File: src/rtl/coh_cls_pkg.sv
package coh_cls_pkg;

    typedef enum logic [4:0] {
        EV_ERROR        = 5'd0,
        EV_LOAD         = 5'd1,
        EV_STORE        = 5'd2,
        EV_WRITEBACK    = 5'd3,
        EV_L0_DATA_ACK  = 5'd4,
        EV_L0_ACK       = 5'd5,
        EV_OUTER_INV    = 5'd6,
        EV_L0_INV_OWN   = 5'd7,
        EV_L0_INV_OTHER = 5'd8,
        EV_EVICT        = 5'd9,
        EV_FWD_EXCL     = 5'd10,
        EV_FWD_SHARED   = 5'd11,
        EV_DATA_PARTIAL = 5'd12,
        EV_DATA_EXCL    = 5'd13,
        EV_DATA_PEER    = 5'd14,
        EV_DATA_DONE    = 5'd15,
        EV_ACK_PARTIAL  = 5'd16,
        EV_ACK_DONE     = 5'd17,
        EV_WB_DONE      = 5'd18
    } evt_e;

    typedef enum logic [4:0] {
        LS_NP = 5'd0, LS_I = 5'd1, LS_S = 5'd2, LS_SS = 5'd3,
        LS_E = 5'd4, LS_EE = 5'd5, LS_M = 5'd6, LS_MM = 5'd7,
        LS_IS = 5'd8, LS_IM = 5'd9, LS_SM = 5'd10, LS_IS_I = 5'd11,
        LS_M_I = 5'd12, LS_SINK = 5'd13, LS_S_IL0 = 5'd14,
        LS_E_IL0 = 5'd15, LS_M_IL0 = 5'd16, LS_MM_IL0 = 5'd17,
        LS_SM_IL0 = 5'd18
    } line_e;

    localparam logic [2:0] RSP_DATA = 3'd0;
    localparam logic [2:0] RSP_DATA_EXCL = 3'd1;
    localparam logic [2:0] RSP_ACK = 3'd2;
    localparam logic [2:0] RSP_WB_ACK = 3'd3;

    localparam logic [1:0] FWD_INV = 2'd0;
    localparam logic [1:0] FWD_GETX = 2'd1;
    localparam logic [1:0] FWD_UPGRADE = 2'd2;
    localparam logic [1:0] FWD_GETS = 2'd3;

    localparam logic [2:0] INR_GETS = 3'd0;
    localparam logic [2:0] INR_GETX = 3'd1;
    localparam logic [2:0] INR_UPGRADE = 3'd2;
    localparam logic [2:0] INR_PUTX = 3'd3;
    localparam logic [2:0] INR_INV_DATA = 3'd4;
    localparam logic [2:0] INR_INV_ACK = 3'd5;

    localparam int NUM_Q = 3;
    localparam int SRC_W = 2;

    function automatic logic held_inner(input logic [4:0] st);
        return (st == LS_S) || (st == LS_E) || (st == LS_M) ||
               (st == LS_S_IL0) || (st == LS_E_IL0) ||
               (st == LS_M_IL0) || (st == LS_SM_IL0);
    endfunction

endpackage

File: src/rtl/coh_cls_arbiter.sv
module coh_cls_arbiter #(
    parameter int N = 3,
    localparam int IDX_W = (N > 1) ? $clog2(N) : 1
) (
    input  logic [N-1:0]     req,
    output logic [N-1:0]     grant,
    output logic [IDX_W-1:0] idx
);
    logic [N:0] taken;
    assign taken[0] = 1'b0;

    for (genvar i = 0; i < N; i++) begin : g_pri
        assign grant[i]   = req[i] & ~taken[i];
        assign taken[i+1] = taken[i] | req[i];
    end

    always_comb begin
        idx = '0;
        for (int k = 0; k < N; k++) begin
            if (grant[k]) idx = IDX_W'(k);
        end
    end
endmodule

File: src/rtl/coh_cls_outer.sv
module coh_cls_outer
    import coh_cls_pkg::*;
#(
    parameter int ACK_W = 4
) (
    input  logic [2:0]       rsp_type,
    input  logic [4:0]       rsp_state,
    input  logic             rsp_from_peer,
    input  logic [ACK_W-1:0] rsp_pending,
    input  logic [ACK_W-1:0] rsp_acks,
    input  logic [1:0]       fwd_type,
    input  logic             fwd_hit,
    input  logic [4:0]       fwd_state,
    output evt_e             rsp_evt,
    output evt_e             fwd_evt
);
    logic acks_settled;
    logic rsp_waiting_shared;

    assign acks_settled       = (rsp_pending == rsp_acks);
    assign rsp_waiting_shared = (rsp_state == LS_IS) || (rsp_state == LS_IS_I);

    always_comb begin
        unique case (rsp_type)
            RSP_DATA_EXCL: rsp_evt = EV_DATA_EXCL;
            RSP_WB_ACK:    rsp_evt = EV_WB_DONE;
            RSP_DATA: begin
                if (rsp_waiting_shared && rsp_from_peer) rsp_evt = EV_DATA_PEER;
                else if (acks_settled)                   rsp_evt = EV_DATA_DONE;
                else                                     rsp_evt = EV_DATA_PARTIAL;
            end
            RSP_ACK:       rsp_evt = acks_settled ? EV_ACK_DONE : EV_ACK_PARTIAL;
            default:       rsp_evt = EV_ERROR;
        endcase
    end

    always_comb begin
        if (fwd_hit && held_inner(fwd_state)) begin
            fwd_evt = EV_L0_INV_OTHER;
        end else begin
            unique case (fwd_type)
                FWD_INV:     fwd_evt = EV_OUTER_INV;
                FWD_GETX:    fwd_evt = EV_FWD_EXCL;
                FWD_UPGRADE: fwd_evt = EV_FWD_EXCL;
                default:     fwd_evt = EV_FWD_SHARED;
            endcase
        end
    end
endmodule

File: src/rtl/coh_cls_inner.sv
module coh_cls_inner
    import coh_cls_pkg::*;
(
    input  logic [2:0] inr_type,
    input  logic       inr_hit,
    input  logic       inr_way_free,
    input  logic       vic_valid,
    input  logic [4:0] vic_state,
    output evt_e       inr_evt,
    output logic       use_victim
);
    evt_e req_evt;
    logic is_request;
    evt_e victim_evt;

    always_comb begin
        is_request = 1'b1;
        unique case (inr_type)
            INR_GETS:    req_evt = EV_LOAD;
            INR_GETX:    req_evt = EV_STORE;
            INR_UPGRADE: req_evt = EV_STORE;
            INR_PUTX:    req_evt = EV_WRITEBACK;
            INR_INV_DATA: begin req_evt = EV_L0_DATA_ACK; is_request = 1'b0; end
            INR_INV_ACK:  begin req_evt = EV_L0_ACK;      is_request = 1'b0; end
            default:      begin req_evt = EV_ERROR;       is_request = 1'b0; end
        endcase
    end

    assign victim_evt = (vic_valid && held_inner(vic_state)) ? EV_L0_INV_OWN : EV_EVICT;
    assign use_victim = is_request && !inr_hit && !inr_way_free;
    assign inr_evt    = use_victim ? victim_evt : req_evt;
endmodule

File: src/rtl/coh_event_classifier.sv
module coh_event_classifier
    import coh_cls_pkg::*;
#(
    parameter int ADDR_W    = 32,
    parameter int BLK_OFF   = 6,
    parameter int BANK_BITS = 2,
    parameter int ACK_W     = 4
) (
    input  logic                 rsp_valid,
    input  logic [2:0]           rsp_type,
    input  logic [ADDR_W-1:0]    rsp_addr,
    input  logic [4:0]           rsp_state,
    input  logic                 rsp_from_peer,
    input  logic [ACK_W-1:0]     rsp_pending,
    input  logic [ACK_W-1:0]     rsp_acks,
    output logic                 rsp_pop,
    input  logic                 fwd_valid,
    input  logic [1:0]           fwd_type,
    input  logic [ADDR_W-1:0]    fwd_addr,
    input  logic                 fwd_hit,
    input  logic [4:0]           fwd_state,
    output logic                 fwd_pop,
    input  logic                 inr_valid,
    input  logic [2:0]           inr_type,
    input  logic [ADDR_W-1:0]    inr_addr,
    input  logic                 inr_hit,
    input  logic                 inr_way_free,
    input  logic [ADDR_W-1:0]    vic_addr,
    input  logic                 vic_valid,
    input  logic [4:0]           vic_state,
    output logic                 inr_pop,
    output logic                 out_valid,
    input  logic                 out_ready,
    output logic [4:0]           out_event,
    output logic [ADDR_W-1:0]    out_addr,
    output logic [SRC_W-1:0]     out_src,
    output logic [BANK_BITS-1:0] out_bank
);
    localparam int Q_RSP = 0;
    localparam int Q_FWD = 1;
    localparam int Q_INR = 2;

    logic [NUM_Q-1:0] req;
    logic [NUM_Q-1:0] grant;
    logic [SRC_W-1:0] sel;
    evt_e             rsp_evt, fwd_evt, inr_evt;
    logic             use_victim;

    assign req = {inr_valid, fwd_valid, rsp_valid};

    coh_cls_arbiter #(.N(NUM_Q)) u_arb (
        .req   (req),
        .grant (grant),
        .idx   (sel)
    );

    coh_cls_outer #(.ACK_W(ACK_W)) u_outer (
        .rsp_type      (rsp_type),
        .rsp_state     (rsp_state),
        .rsp_from_peer (rsp_from_peer),
        .rsp_pending   (rsp_pending),
        .rsp_acks      (rsp_acks),
        .fwd_type      (fwd_type),
        .fwd_hit       (fwd_hit),
        .fwd_state     (fwd_state),
        .rsp_evt       (rsp_evt),
        .fwd_evt       (fwd_evt)
    );

    coh_cls_inner u_inner (
        .inr_type     (inr_type),
        .inr_hit      (inr_hit),
        .inr_way_free (inr_way_free),
        .vic_valid    (vic_valid),
        .vic_state    (vic_state),
        .inr_evt      (inr_evt),
        .use_victim   (use_victim)
    );

    assign out_valid = |req;
    assign out_src   = sel;

    always_comb begin
        unique case (sel)
            SRC_W'(Q_RSP): begin out_event = rsp_evt; out_addr = rsp_addr; end
            SRC_W'(Q_FWD): begin out_event = fwd_evt; out_addr = fwd_addr; end
            SRC_W'(Q_INR): begin
                out_event = inr_evt;
                out_addr  = use_victim ? vic_addr : inr_addr;
            end
            default:       begin out_event = EV_ERROR; out_addr = '0; end
        endcase
    end

    assign rsp_pop = grant[Q_RSP] & out_ready;
    assign fwd_pop = grant[Q_FWD] & out_ready;
    assign inr_pop = grant[Q_INR] & out_ready & ~use_victim;

    assign out_bank = out_addr[BLK_OFF +: BANK_BITS];
endmodule

File: config.mk
export PLATFORM = sky130hd
export DESIGN_NAME = coh_event_classifier
export DESIGN_NICKNAME = d
export VERILOG_FILES = /design/src/rtl/coh_cls_pkg.sv /design/src/rtl/coh_cls_arbiter.sv /design/src/rtl/coh_cls_outer.sv /design/src/rtl/coh_cls_inner.sv /design/src/rtl/coh_event_classifier.sv
export SDC_FILE = /design/constraint.sdc
export NUM_CORES = 1
export LEC_CHECK = 0
export BUFFER_PORTS_ARGS = -buffer_cell sky130_fd_sc_hd__buf_2
export CAP_MARGIN = 20
export CORE_AREA = 2 2 84 86
export DETAILED_ROUTE_END_ITERATION = 8
export DIE_AREA = 0 0 86 88
export GPL_TIMING_DRIVEN = 0
export PLACE_DENSITY = 0.61
export SLEW_MARGIN = 20
export SYNTH_ARGS = -nofsm -noshare
export SYNTH_HDL_FRONTEND = slang
export SYNTH_SLANG_ARGS = --single-unit
File: constraint.sdc
create_clock -name vclk -period 3
set_input_delay 0.3 -clock vclk [all_inputs]
set_output_delay 0.3 -clock vclk [all_outputs]
set_load 0.03 [all_outputs]
==> results by group <==
Status
  – Status: finished clean

Floorplanning
  – Initial core utilization: 19.3%
  – Die Ht: 88 µm
  – Core Rows: 30
  – DIE AREA: 0.00757 mm²
  – Ports: 213
  – Core area: 0.00664 mm²
  – Die extent in x: 86 µm

Final layout
  – Layout overhead on the synthesized area: 91.1%
  – Multi-input gate area: 0.00114 mm²
  – Ant. Diodes: 0
  – Flip-flop and latch area: 0 µm²
  – Final core occ: 36.8%
  – Non-Filler Instances: 463
  – Fill cells: 711
  – Share of layout cells above drive strength 1: 61.6%
  – Fin nets: 553
  – CLK BUF: 0
  – Num sequential: 0

Place
  – Port bufs: 213
  – Placed cells: 463
  – HPWL after DPL: 5.43 mm
  – GP Congestion: 0.786
  – Pre-CTS setup slack: 990 ps

Detailed routing
  – Drt pass-1 iters: 4
  – Via count: 2182
  – WL per Instance: 13.6 µm
  – Max layer used: met4
  – Metal-1 WL: 2.43 mm
  – DR iter-0 viols: 49
  – Routed wl met2: 3.25 mm
  – Final WL: 6.28 mm
  – Post-route ant nets: 0
  – Met3 Routed Length: 591 µm
  – Vias/cell: 4.71
  – Residual DRC: 0

Yosys
  – Post-Syn Area: 0.00128 mm²
  – Post-synth cell types: 42
  – Top-count cell post-synth: a22oi_1
  – Synthesized net count: 338
  – Post-synth top cells: 33 x a22oi_1, 32 x mux2i_1, 30 x o21ai_1, 7 x xor2_1, 6 x buf_6
  – Cell count after synthesis: 170
  – Syn Area/Cell: 7.53 µm²
  – Dominant cell type by area after synthesis: mux2i_1
  – Top area cells in the synthesized netlist: mux2i_1 25%, a22oi_1 19%, o21ai_1 12%
  – Yosys warnings: 0
  – Top cell type's share of synthesized area: 25.0%
  – Register area share after synthesis: 0%

Timing
  – Crit path setup slack, layout: 1020 ps
  – Hold Vio Cnt, Final: 0
  – FMAX: 0.504 GHz
  – Setup Total Neg Slack: 0 ps
  – Worst slew margin: 69.7%
  – Fin crit period: 1980 ps
  – RSZ-0062 raised after global routing: no
  – # setup viols final: 0
  – Worst Tran Pin Value: 454 ps
  – Final period util: 66.1%
  – Slew Limit Fails: 0

GRT
  – Aggregate global routing overflow: 0
  – First-pass GRT wire length: 8.84 mm
  – Initial antenna violation count: 0
  – Number of global-route vias before repair: 1912
  – GRT Total Usage: 14.0%
  – Maximum number of pins on one net before global-route repair: 11

Worst setup path
  – CP endpoint kind: primary output
  – Crit path max-delay family: buffers and inverters
  – CP Depth: 10
  – Worst path required time: 2700 ps
  – Crit Path Category: in -> out
  – CP cell instances: buf_2 -> nor2_2 -> nand2_4 -> inv_4 -> nor2_4 -> buf_2 -> a22oi_1 -> o21ai_1 -> buf_4 -> buf_2
  – Crit path top cell by count: buf_2
  – Critical Path AT: 1680 ps
  – Slowest CP cell: buf_2
  – Worst setup SP type: input pin
  – CP peak stage delay: 190 ps
  – Buffers & Inverters on Critical Path: 5
  – Crit path max fanout: 10

Clock network
  – CTS Hold Bufs: 0
  – Post-CTS setup buffers: 0
  – PostCTS Resize Cnt: 0

Min path
  – Worst hold-check path type: in -> out
  – WHS Path Cells: 3

Power
  – Total power: 454 µW
  – Pleak: 1.31 nW
  – PwrDens: 186 mW/mm²
  – VDD IR max: 0.0704 mV

Run
  – Max-cap viol count: 0
[layout by cell type (no fill, tap or decap), drive strengths merged, types with 2 or more instances in the layout]
master | Yosys | layout
nand2 | 6 | 6
and2 | 3 | 3
o21ai | 32 | 32
nor3 | 5 | 5
a22oi | 33 | 33
inv | 3 | 3
xnor2 | 2 | 2
clkbuf | 2 | 2
nor2 | 6 | 6
buf | 14 | 227
o211ai | 3 | 3
nand3 | 3 | 3
nor4 | 2 | 2
mux2i | 32 | 32
a211o | 3 | 3
xor2 | 7 | 7
[metal layers]
metal,track usage (%),vias up
met5,0,-
met4,0.289,0
met3,1.60,2
met2,27.4,131
met1,17.2,950
li1,-,1099
[per-stage QoR]
stage                     area [µm²]  hold WS [ps]
final                           2450           976
after global routing            2450           990
after CTS                       2450           976
after detailed placement        2450           975
after global placement          2450           973
after floorplan                 1280           774
[layout make-up]
cell class         count  area share, %
plain buffers         16           4.96
inverters              3          0.563
multi-input cells    151           46.8
well taps             80           4.09
repair buffers       213           43.6
[worst paths after layout]
path                           to       from  slack [ps]
worst max-delay path  out_bank[0]  fwd_valid        1020
worst min-delay path      fwd_pop  out_ready         980
[tightest hold or removal path: stages]
cell,delay [ps]
buf_2,90
and2_1,100
buf_2,180
[where the power goes]
part	internal [mW]	switching [mW]
Combinational	0.194	0.260
Sequential	0	0
Clock	0	0
Total	0.194	0.260
[kinds of logic after synthesis]
group | synth area share, %
mux | 25.0
simple gates | 18.2
compound gates | 40.1
xor+xnor | 6.16
buf+inv | 10.6
No activity file was read; power rests on OpenSTA's default activity.
